===== config.mk =====
export PLATFORM = sky130hd
export DESIGN_NAME = obarb_top
export DESIGN_NICKNAME = d
export VERILOG_FILES = /design/src/rtl/obarb_pkg.sv /design/src/rtl/obarb_select.sv /design/src/rtl/obarb_irq_gate.sv /design/src/rtl/obarb_pop.sv /design/src/rtl/obarb_top.sv
export SDC_FILE = /design/constraint.sdc
export NUM_CORES = 1
export LEC_CHECK = 0
export BUFFER_PORTS_ARGS = -buffer_cell sky130_fd_sc_hd__buf_4
export CORE_AREA = 3 3 40 42
export CTS_CLUSTER_DIAMETER = 50
export DETAILED_ROUTE_END_ITERATION = 10
export DIE_AREA = 0 0 43 45
export PLACE_DENSITY = 0.62
export SETUP_SLACK_MARGIN = 0.05
export SLEW_MARGIN = 10
export SYNTH_ARGS = -nofsm -noshare
export SYNTH_HDL_FRONTEND = slang
export SYNTH_SLANG_ARGS = --single-unit

===== constraint.sdc =====
create_clock -name clk_i -period 1.9 [get_ports clk_i]
set_input_delay 0.19 -clock clk_i [delete_from_list [all_inputs] [get_ports clk_i]]
set_output_delay 0.19 -clock clk_i [all_outputs]
set_load 0.05 [all_outputs]

===== src/rtl/obarb_pkg.sv =====
package obarb_pkg;
    localparam int NCH         = 2;
    localparam int CH_KBD      = 0;
    localparam int CH_AUX      = 1;
    localparam int BYTE_W      = 8;
    // mode bit positions
    localparam int MODE_KIRQ   = 0;
    localparam int MODE_AIRQ   = 1;
    localparam int MODE_KDIS   = 4;
    // flag positions decoded by neighbouring logic
    localparam int STAT_FULL   = 0;
    localparam int STAT_AUX    = 5;
    localparam int PORT_FULL   = 4;
    localparam int PORT_AUX    = 5;

    typedef struct packed {
        logic             full;
        logic             aux_only;
        logic             irq_kbd;
        logic             irq_aux;
        logic             sel_aux;
        logic [NCH-1:0]   pop;
    } obarb_state_t;
endpackage


===== src/rtl/obarb_select.sv =====
module obarb_select
    import obarb_pkg::*;
(
    input  logic [NCH-1:0] pend_i,
    output logic           full_o,
    output logic           kbd_o,
    output logic           aux_only_o
);
    always_comb begin
        full_o     = |pend_i;
        kbd_o      = pend_i[CH_KBD];
        aux_only_o = pend_i[CH_AUX] & ~pend_i[CH_KBD];
    end
endmodule


===== src/rtl/obarb_irq_gate.sv =====
module obarb_irq_gate
    import obarb_pkg::*;
(
    input  logic kirq_en_i,
    input  logic airq_en_i,
    input  logic kdis_i,
    input  logic kbd_i,
    input  logic aux_only_i,
    output logic irq_kbd_o,
    output logic irq_aux_o
);
    always_comb begin
        irq_kbd_o = kbd_i & kirq_en_i & ~kdis_i;
        irq_aux_o = aux_only_i & airq_en_i;
    end
endmodule


===== src/rtl/obarb_pop.sv =====
module obarb_pop
    import obarb_pkg::*;
(
    input  logic           rd_i,
    input  logic           sel_aux_i,
    output logic [NCH-1:0] pop_o
);
    for (genvar ch = 0; ch < NCH; ch++) begin : g_pop
        if (ch == CH_AUX) begin : g_aux
            assign pop_o[ch] = rd_i & sel_aux_i;
        end else begin : g_kbd
            assign pop_o[ch] = rd_i & ~sel_aux_i;
        end
    end
endmodule


===== src/rtl/obarb_top.sv =====
module obarb_top
    import obarb_pkg::*;
(
    input  logic              clk_i,
    input  logic              rst_ni,
    input  logic              kbd_pend_i,
    input  logic              aux_pend_i,
    input  logic [BYTE_W-1:0] mode_i,
    input  logic              rd_i,
    output logic [BYTE_W-1:0] status_o,
    output logic [BYTE_W-1:0] port_flags_o,
    output logic              irq_kbd_o,
    output logic              irq_aux_o,
    output logic              rd_sel_aux_o,
    output logic [NCH-1:0]    pop_o
);
    obarb_state_t state_d, state_q;

    logic [NCH-1:0] pend_w;
    logic           full_w, kbd_w, aux_only_w;
    logic           irq_kbd_w, irq_aux_w;
    logic [NCH-1:0] pop_w;
    logic           mode_unused;

    assign mode_unused = ^mode_i;

    always_comb begin
        pend_w         = '0;
        pend_w[CH_KBD] = kbd_pend_i;
        pend_w[CH_AUX] = aux_pend_i;
    end

    obarb_select u_select (
        .pend_i     (pend_w),
        .full_o     (full_w),
        .kbd_o      (kbd_w),
        .aux_only_o (aux_only_w)
    );

    obarb_irq_gate u_irq_gate (
        .kirq_en_i  (mode_i[MODE_KIRQ]),
        .airq_en_i  (mode_i[MODE_AIRQ]),
        .kdis_i     (mode_i[MODE_KDIS]),
        .kbd_i      (kbd_w),
        .aux_only_i (aux_only_w),
        .irq_kbd_o  (irq_kbd_w),
        .irq_aux_o  (irq_aux_w)
    );

    obarb_pop u_pop (
        .rd_i      (rd_i),
        .sel_aux_i (state_q.sel_aux),
        .pop_o     (pop_w)
    );

    always_comb begin
        state_d          = state_q;
        state_d.full     = full_w;
        state_d.aux_only = aux_only_w;
        state_d.irq_kbd  = irq_kbd_w;
        state_d.irq_aux  = irq_aux_w;
        state_d.sel_aux  = aux_only_w;
        state_d.pop      = pop_w;
    end

    always_ff @(posedge clk_i or negedge rst_ni) begin
        if (!rst_ni) begin
            state_q <= '0;
        end else begin
            state_q <= state_d;
        end
    end

    always_comb begin
        status_o                = '0;
        status_o[STAT_FULL]     = state_q.full;
        status_o[STAT_AUX]      = state_q.aux_only;
        port_flags_o            = '0;
        port_flags_o[PORT_FULL] = state_q.full;
        port_flags_o[PORT_AUX]  = state_q.aux_only;
        irq_kbd_o               = state_q.irq_kbd;
        irq_aux_o               = state_q.irq_aux;
        rd_sel_aux_o            = state_q.sel_aux;
        pop_o                   = state_q.pop;
    end
endmodule


After elaboration in Yosys (flattened, before gate mapping)
Index checks and enable logic that the tools add are counted.
Widths: inputs -> output; s select.
{ "classes": {"n_bitwise": 9, "n_reduce_logical": 1} }
{ "ops": {"columns": ["operator", "n"], "rows": [
  ["$and 1x1->1", 6],
  ["$not 1->1", 3],
  ["$reduce_or 2->1", 1]
]} }
{ "totals": {"register_bits": 6, "inputBits": 13, "output_inout_bits": 21, "elab_cells": 15} }

Depth between registers and ports, before layout
Gate-level depths: netlist of run 1.
{ "depth": {"depth_word": 3, "ltp_mapped": 1, "mapped_depth_nobuf": 1} }

Hierarchy
From an unflattened synthesis of run 1, not the netlist that was laid out.
{ "hier_totals": {"cells_unflattened": 29, "hier_area_um2": 317.8} }
{ "by_module_without_submodules": {"columns": ["mod", "instances", "cells_each", "area_each_um2", "seq_area_each_um2"], "rows": [
  ["obarb_top", 1, 22, 266.5, 150.1],
  ["obarb_select", 1, 3, 20.0, 0.0],
  ["obarb_pop", 1, 2, 16.3, 0.0],
  ["obarb_irq_gate", 1, 2, 15.0, 0.0]
]} }

Worst setup path after synthesis of run 1
Ideal clock, no wire load.
{ "synth_timing": {"path_kind": "reg-to-output", "start": "register state_q, in the netlist port_flags_o[5]", "end": "output port port_flags_o[5]", "arrival_ns": 0.934, "required_ns": 1.710, "slack_ns": 0.776, "stages_incl_launch_ff": 2, "path_buffers": 1, "cell_sequence": "dfrtp_1 > buf_4"} }
{ "synth_rtl": {"columns": ["item", "line_no", "source"], "rows": [
  ["from (decl)", "obarb_top.sv:17", "obarb_state_t state_d, state_q;"],
  ["from (signal assigned)", "obarb_top.sv:70", "state_q <= state_d;"],
  ["to (decl)", "obarb_top.sv:11", "output logic [BYTE_W-1:0] port_flags_o,"]
]} }
No word-level cell between the ends.

==> flow_metrics.env, run 1 <==
export IMPL_outcome="finished clean"
export IMPL_cts_sinks=6
export IMPL_min_period_over_period_pct=54.33
export IMPL_rows=13
export IMPL_gr_total_overflow=0
export IMPL_place_detailed_hpwl_um=436.9
export IMPL_netlist_top_cell_by_area="dfrtp_1"
export IMPL_die_x_um=43
export IMPL_port_buffers=16
export IMPL_dpl_cell_area_um2=376.6
export IMPL_final_area_um2=409.1
export IMPL_worst_path_max_fanout=5
export IMPL_p_leak_uw=0.0002349
export IMPL_antenna_found_initial=0
export IMPL_drt_iter0_drc=2
export IMPL_die_area_um2=1935
export IMPL_drt_first_pass_iters=2
export IMPL_grt_pass1_wl_um=752
export IMPL_postCtsSetupRepairBufs=0
export IMPL_finalMaxSlewViolations=0
export IMPL_grt_pass1_vias=170
export IMPL_ir_drop_mv=0.2249
export IMPL_crit_type="reg2out"
export IMPL_fin_setup_tns_ns=0
export IMPL_p_total_uw=365.8
export IMPL_ant_nets=0
export IMPL_area_delta_synth_final_pct=32.39
export IMPL_period_minus_slack_ns=1.032
export IMPL_wire_per_inst_um=8.373
export IMPL_initial_core_util_pct=24.05
export IMPL_cp_top_family="flip-flops"
export IMPL_grt_max_degree=7
export IMPL_worstPathRequired_ns=1.71
export IMPL_hold_viol=0
export IMPL_synth_cell_type_count=7
export IMPL_die_y_um=45
export IMPL_critPathBufInv=1
export IMPL_clockRootBuffer="clkbuf_4"
export IMPL_ys_top_cells_by_area="dfrtp_1 (49%), buf_4 (36%), and3b_1 (5.7%), nor2b_1 (4.0%), and2_1 (2.0%)"
export IMPL_start_kind="flop"
export IMPL_clock_skew_ns=0.002963
export IMPL_synth_cells=28
export IMPL_setup_viol=0
export IMPL_cts_buffers=3
export IMPL_slowest_delay_ns=0.39
export IMPL_cts_tree="yes"
export IMPL_crit_chain="buf_4"
export IMPL_vias=201
export IMPL_critPathArrivalTime_ns=0.84
export IMPL_mostFrequentLayoutCells="buf_4 (16), conb_1 (12), dfrtp_1 (6)"
export IMPL_clk_pin_slew_ns=0.04
export IMPL_place_gp_congestion=0.6342
export IMPL_p_per_area_nw_per_um2=894.1
export IMPL_wl_um=494
export IMPL_max_freq_ghz=0.9687
export IMPL_cap_violations=0
export IMPL_clock_latency_ns=0.23
export IMPL_cts_max_level=1
export IMPL_clockBufferDepth=2
export IMPL_core_area_um2=1285
export IMPL_synthDominantCellAreaShare_pct=48.58
export IMPL_cpMaxStageDelayCell="dfrtp_1"
export IMPL_ys_ff_latch=6
export IMPL_grt_total_usage_pct=6.040
export IMPL_drc_errors=0
export IMPL_rsz0062_at_grt="no"
export IMPL_ios=34
export IMPL_synth_avg_cell_area_um2=11.04
export IMPL_viasPerCell=3.407
export IMPL_layout_drive_gt1_share_pct=43.18
export IMPL_antenna_cells=0
export IMPL_min_path_type="in2reg"
export IMPL_layout_nets=59
export IMPL_ys_warn_count=0
export IMPL_layout_commonest_cell="buf_4"
export IMPL_crit_path_end_kind="output pin"
export IMPL_seq_area_frac_synth_pct=48.58
export IMPL_syn_area_um2=309.0
-- cells by family (layout without fill, tap and decap cells) --
group / Yosys count / count (layout) / share of synthesized area [%]
other cells: 1 / 12 / 1.213
flops: 6 / 6 / 48.58
simple gates: 6 / 6 / 13.77
buf+inv: 15 / 20 / 36.44
-- final timing paths --
path | startpoint | depth (start not counted) | endpoint | slack, ns
max | port_flags_o[5] | 1 | rd_sel_aux_o | 0.87
min | kbd_pend_i | 2 | port_flags_o[5] | 0.13
max reg2reg | port_flags_o[5] | 1 | pop_o[1] | 1.22
min reg2reg | port_flags_o[5] | 1 | pop_o[0] | 0.50
max in group asynchronous | rst_ni | 2 | port_flags_o[5] | 1.48
min in group asynchronous | rst_ni | 2 | pop_o[1] | 0.30
-- cell usage after synthesis, drive strengths merged --
| cell | n |
|---|---|
| nor2b | 2 |
| or2 | 1 |
| buf | 15 |
| and2 | 1 |
| conb | 1 |
| and3b | 2 |
| dfrtp | 6 |
-- flip-flops by register name, summed over array words and instances, names as in the netlist --
name,cells
pop_o,2
port_flags_o,2
irq_kbd_o,1
irq_aux_o,1
-- cell type report --
| class | count | area, um2 |
|---|---|---|
| Fill cell | 131 | 875.8 |
| Sequential cell | 6 | 150.1 |
| Timing Repair Buffer | 17 | 130.1 |
| Multi-Input combinational cell | 18 | 87.58 |
| Clock buffer | 3 | 22.52 |
| Tap cell | 15 | 18.77 |
-- stage by stage --
stage               hold WS [ns]  cells  setup slack (ns)  utilization, %
finish                    0.1262     59            0.8677           31.84
CTS                       0.1169     59            0.8487           31.84
global placement       -0.003143     55             1.106           29.31
global route              0.1129     59            0.8007           31.84
detailed placement     -0.001968     55             1.106           29.31
floorplan                -0.1056     39            0.7764               -
-- what timing repair did --
action                                 4_1_cts  5_1_grt
resized for setup                            0        0
hold buffers                                 1        0
endpoints found under the hold margin        6        0
-- power by group --
part	internal (uW)	leakage [uW]	switching [uW]	total, uW
clock network	70.8	0.0000138	37.2	108
logic	25.4	0.000145	95.3	121
registers	134	0.0000758	2.79	137
-- layer usage --
layer / routed length (um) / share of wire (%) / track usage (%)
met5: 0 / 0 / 0
met1: 119 / 24 / 4.926
met2: 256 / 52 / 8.982
met4: 4 / 0.81 / 5.422
met3: 112 / 23 / 5.179
No activity file was read; power rests on OpenSTA's default activity.
==> run 2: changes to the inputs <==
ABC_AREA = 1   (was default)
PLACE_DENSITY = 0.63   (was 0.62)
clock period = 1 ns   (was 1.9 ns; I/O delays follow)
==> run 2 against run 1 <==
Utilization grew 1.9 points. First-iteration DRC count shrank 100%. Synthesized cell count grew 25%. Final area grew 6.1%. Critical endpoint is now port_flags_o[5]. Highest routed layer is now met3. Wire length shrank 3.0%. Via count grew 10%. Final cell count grew 12%. Flip-flop and latch count is the same. Hold slack lost 0.12 ns. Power grew 94%. Clock-buffer cell count is the same.
==> flow_metrics.env, run 2 <==
export IMPL_outcome="finished clean"
export IMPL_synthSimpleGateAreaFrac_pct=9.766
export IMPL_max_freq_ghz=1.070
export IMPL_wl_um=479
export IMPL_grt_pass1_vias=185
export IMPL_vias=222
export IMPL_ant_nets=0
export IMPL_grt_pass1_wl_um=696
export IMPL_cts_tree="yes"
export IMPL_netlist_top_cell_by_area="dfrtp_1"
export IMPL_die_x_um=43
export IMPL_clockRootBuffer="clkbuf_4"
export IMPL_clockBufferDepth=2
export IMPL_pwr_share_seq_pct=36.9
export IMPL_start_kind="flop"
export IMPL_antenna_cells=0
export IMPL_startpoint="port_flags_o[5]"
export IMPL_place_detailed_hpwl_um=425.3
export IMPL_synth_edff_count=0
export IMPL_cpMaxStageDelayCell="dfrtp_2"
export IMPL_syn_area_um2=320.3
export IMPL_seq_area_frac_synth_pct=46.88
export IMPL_p_total_uw=709.4
export IMPL_rsz0062_at_grt="yes"
export IMPL_synth_main_ff_cell="dfrtp_1"
export IMPL_synth_compound_area_share_pct=0
export IMPL_synthDominantCellAreaShare_pct=46.88
export IMPL_postCtsSetupRepairBufs=0
export IMPL_dpl_cell_count=62
export IMPL_drc_errors=0
export IMPL_synthXorXnorAreaFrac_pct=0
export IMPL_clock_latency_ns=0.23
export IMPL_min_path_type="in2reg"
export IMPL_synth_async_reset_ratio_pct=100.0
export IMPL_slowest_delay_ns=0.43
export IMPL_die_area_um2=1935
export IMPL_critPathBufInv=1
export IMPL_synth_avg_cell_area_um2=9.152
export IMPL_cp_top_family="flip-flops"
export IMPL_switching_share_pct=37.69
export IMPL_setup_viol=0
export IMPL_ys_top_cells_by_area="dfrtp_1 (47%), buf_4 (35%), inv_1 (5.9%), nand2_1 (3.5%), nor2_1 (2.3%)"
export IMPL_layout_commonest_cell="buf_4"
export IMPL_port_buffers=16
export IMPL_synth_top_family_by_area="buffers and inverters"
export IMPL_regToRegStartpoint="port_flags_o[5]"
export IMPL_p_per_area_nw_per_um2=1634
export IMPL_grt_max_degree=7
export IMPL_finalMaxSlewViolations=0
export IMPL_cts_buffers=3
export IMPL_period_minus_slack_ns=0.9347
export IMPL_wire_per_inst_um=7.258
export IMPL_synth_common_cells="buf_4 (15), dfrtp_1 (6), inv_1 (5), nand2_1 (3), nor2_1 (2)"
export IMPL_fin_cells=66
export IMPL_fin_setup_tns_ns=0
export IMPL_gr_total_overflow=0
export IMPL_power_internal_uw=442.0
export IMPL_crit_path_end_kind="output pin"
export IMPL_grt_total_usage_pct=5.458
export IMPL_drt_first_pass_iters=1
export IMPL_area_delta_synth_final_pct=35.55
export IMPL_die_y_um=45
export IMPL_rows=13
export IMPL_synth_cells=35
export IMPL_synth_area_mux_share_pct=0
export IMPL_drt_iter0_drc=0
export IMPL_clock_skew_ns=0.00006284
export IMPL_final_area_um2=434.2
export IMPL_ys_warn_count=0
export IMPL_synth_cell_type_count=9
export IMPL_layout_drive_gt1_share_pct=47.06
export IMPL_fillerInstances=144
export IMPL_cts_sinks=6
export IMPL_synth_adder_area_share_pct=0
export IMPL_initial_core_util_pct=24.93
export IMPL_comb_power_share_pct=33.5
export IMPL_core_area_um2=1285
export IMPL_ys_ff_latch=6
export IMPL_ir_drop_mv=0.3610
export IMPL_finish_utilization_pct=33.79
export IMPL_antenna_found_initial=0
export IMPL_cap_violations=0
export IMPL_hold_start="mode_i[4]"
export IMPL_min_period_over_period_pct=93.47
export IMPL_ios=34
export IMPL_layout_nets=66
export IMPL_power_switching_uw=267.4
export IMPL_p_leak_uw=0.0002638
export IMPL_crit_type="reg2out"
export IMPL_mostFrequentLayoutCells="buf_4 (13), conb_1 (12), inv_1 (5)"
export IMPL_yosysMostFrequentCell="buf_4"
export IMPL_p_clk_share_pct=29.6
export IMPL_hold_viol=0
export IMPL_worst_path_max_fanout=5
export IMPL_clk_pin_slew_ns=0.04
export IMPL_viasPerCell=3.364
export IMPL_dpl_cell_area_um2=390.4
export IMPL_worstPathRequired_ns=0.90
export IMPL_crit_chain="buf_6"
export IMPL_cts_max_level=1
export IMPL_critPathArrivalTime_ns=0.83
export IMPL_place_gp_congestion=0.6405
[run 2: cell types whose count changed in the layout (fill, tap and decap cells not counted)]
cell,change
and2_1,-1
nor2b_1,-2
dfrtp_1,-2
and3b_1,-2
or2_1,-1
nand2_1,+3
nand2_2,+1
dfrtp_2,+2
nor2_2,+1
inv_1,+5
nor2_1,+2
buf_4,-3
inv_2,+1
buf_6,+3
[run 2: layer usage]
metal / up-vias / wire (um) / global-route usage, %
met5: - / 0 / 0
met4: 0 / 0 / 7.229
met3: 0 / 110 / 3.187
met2: 20 / 254 / 8.982
met1: 99 / 114 / 3.704
li1: 103 / - / -
[run 2: power by group through the flow]
stage | Combinational, uW | Clock (uW) | Sequential, uW
3_5_place_dp | 232 | 0 | 265
3_3_place_gp | 230 | 0 | 264
6_report | 238 | 210 | 262
5_1_grt | 249 | 236 | 263
2_1_floorplan | 178 | 0 | 306
4_1_cts | 235 | 227 | 261
[run 2: timing repair]
action	in CTS	in global routing
endpoints found under the setup margin	3	3
resized for setup	0	3
hold buffers	1	0
hold endpoints to repair	6	0
pin swaps	0	0
[run 2: area by class of cell]
cell class                      instances  area (um2)  area share (%)
Timing Repair Buffer                   17       141.4           32.56
Clock buffer                            3       22.52           5.187
Sequential cell                         6       152.6           35.16
Multi-Input combinational cell         19       76.32           17.58
Tap cell                               15       18.77           4.323
Inverter                                6       22.52           5.187
[run 2: cell families after synthesis]
| logic type | after synthesis |
|---|---|
| buf+inv | 21 |
| simple gates | 7 |
| flops | 6 |
| other cells | 1 |
[run 2: path summary, 6_finish.rpt]
kind | end | slack [ns] | cells after the start
max in group asynchronous | port_flags_o[4] | 0.67 | 2
min reg2reg | pop_o[0] | 0.50 | 1
min | irq_kbd_o | 0.01 | 2
max | port_flags_o[5] | 0.07 | 1
max reg2reg | pop_o[1] | 0.35 | 2
min in group asynchronous | pop_o[1] | 0.20 | 2
[run 2: metrics by stage]
step / hold WS (ns) / setup WS [ns]
final: 0.01102 / 0.06529
after CTS: 0.002686 / 0.03172
after global routing: 0.01339 / 0.02934
after global placement: -0.09150 / 0.3005
after detailed placement: -0.09029 / 0.2957
after floorplan: -0.1956 / 0.1237
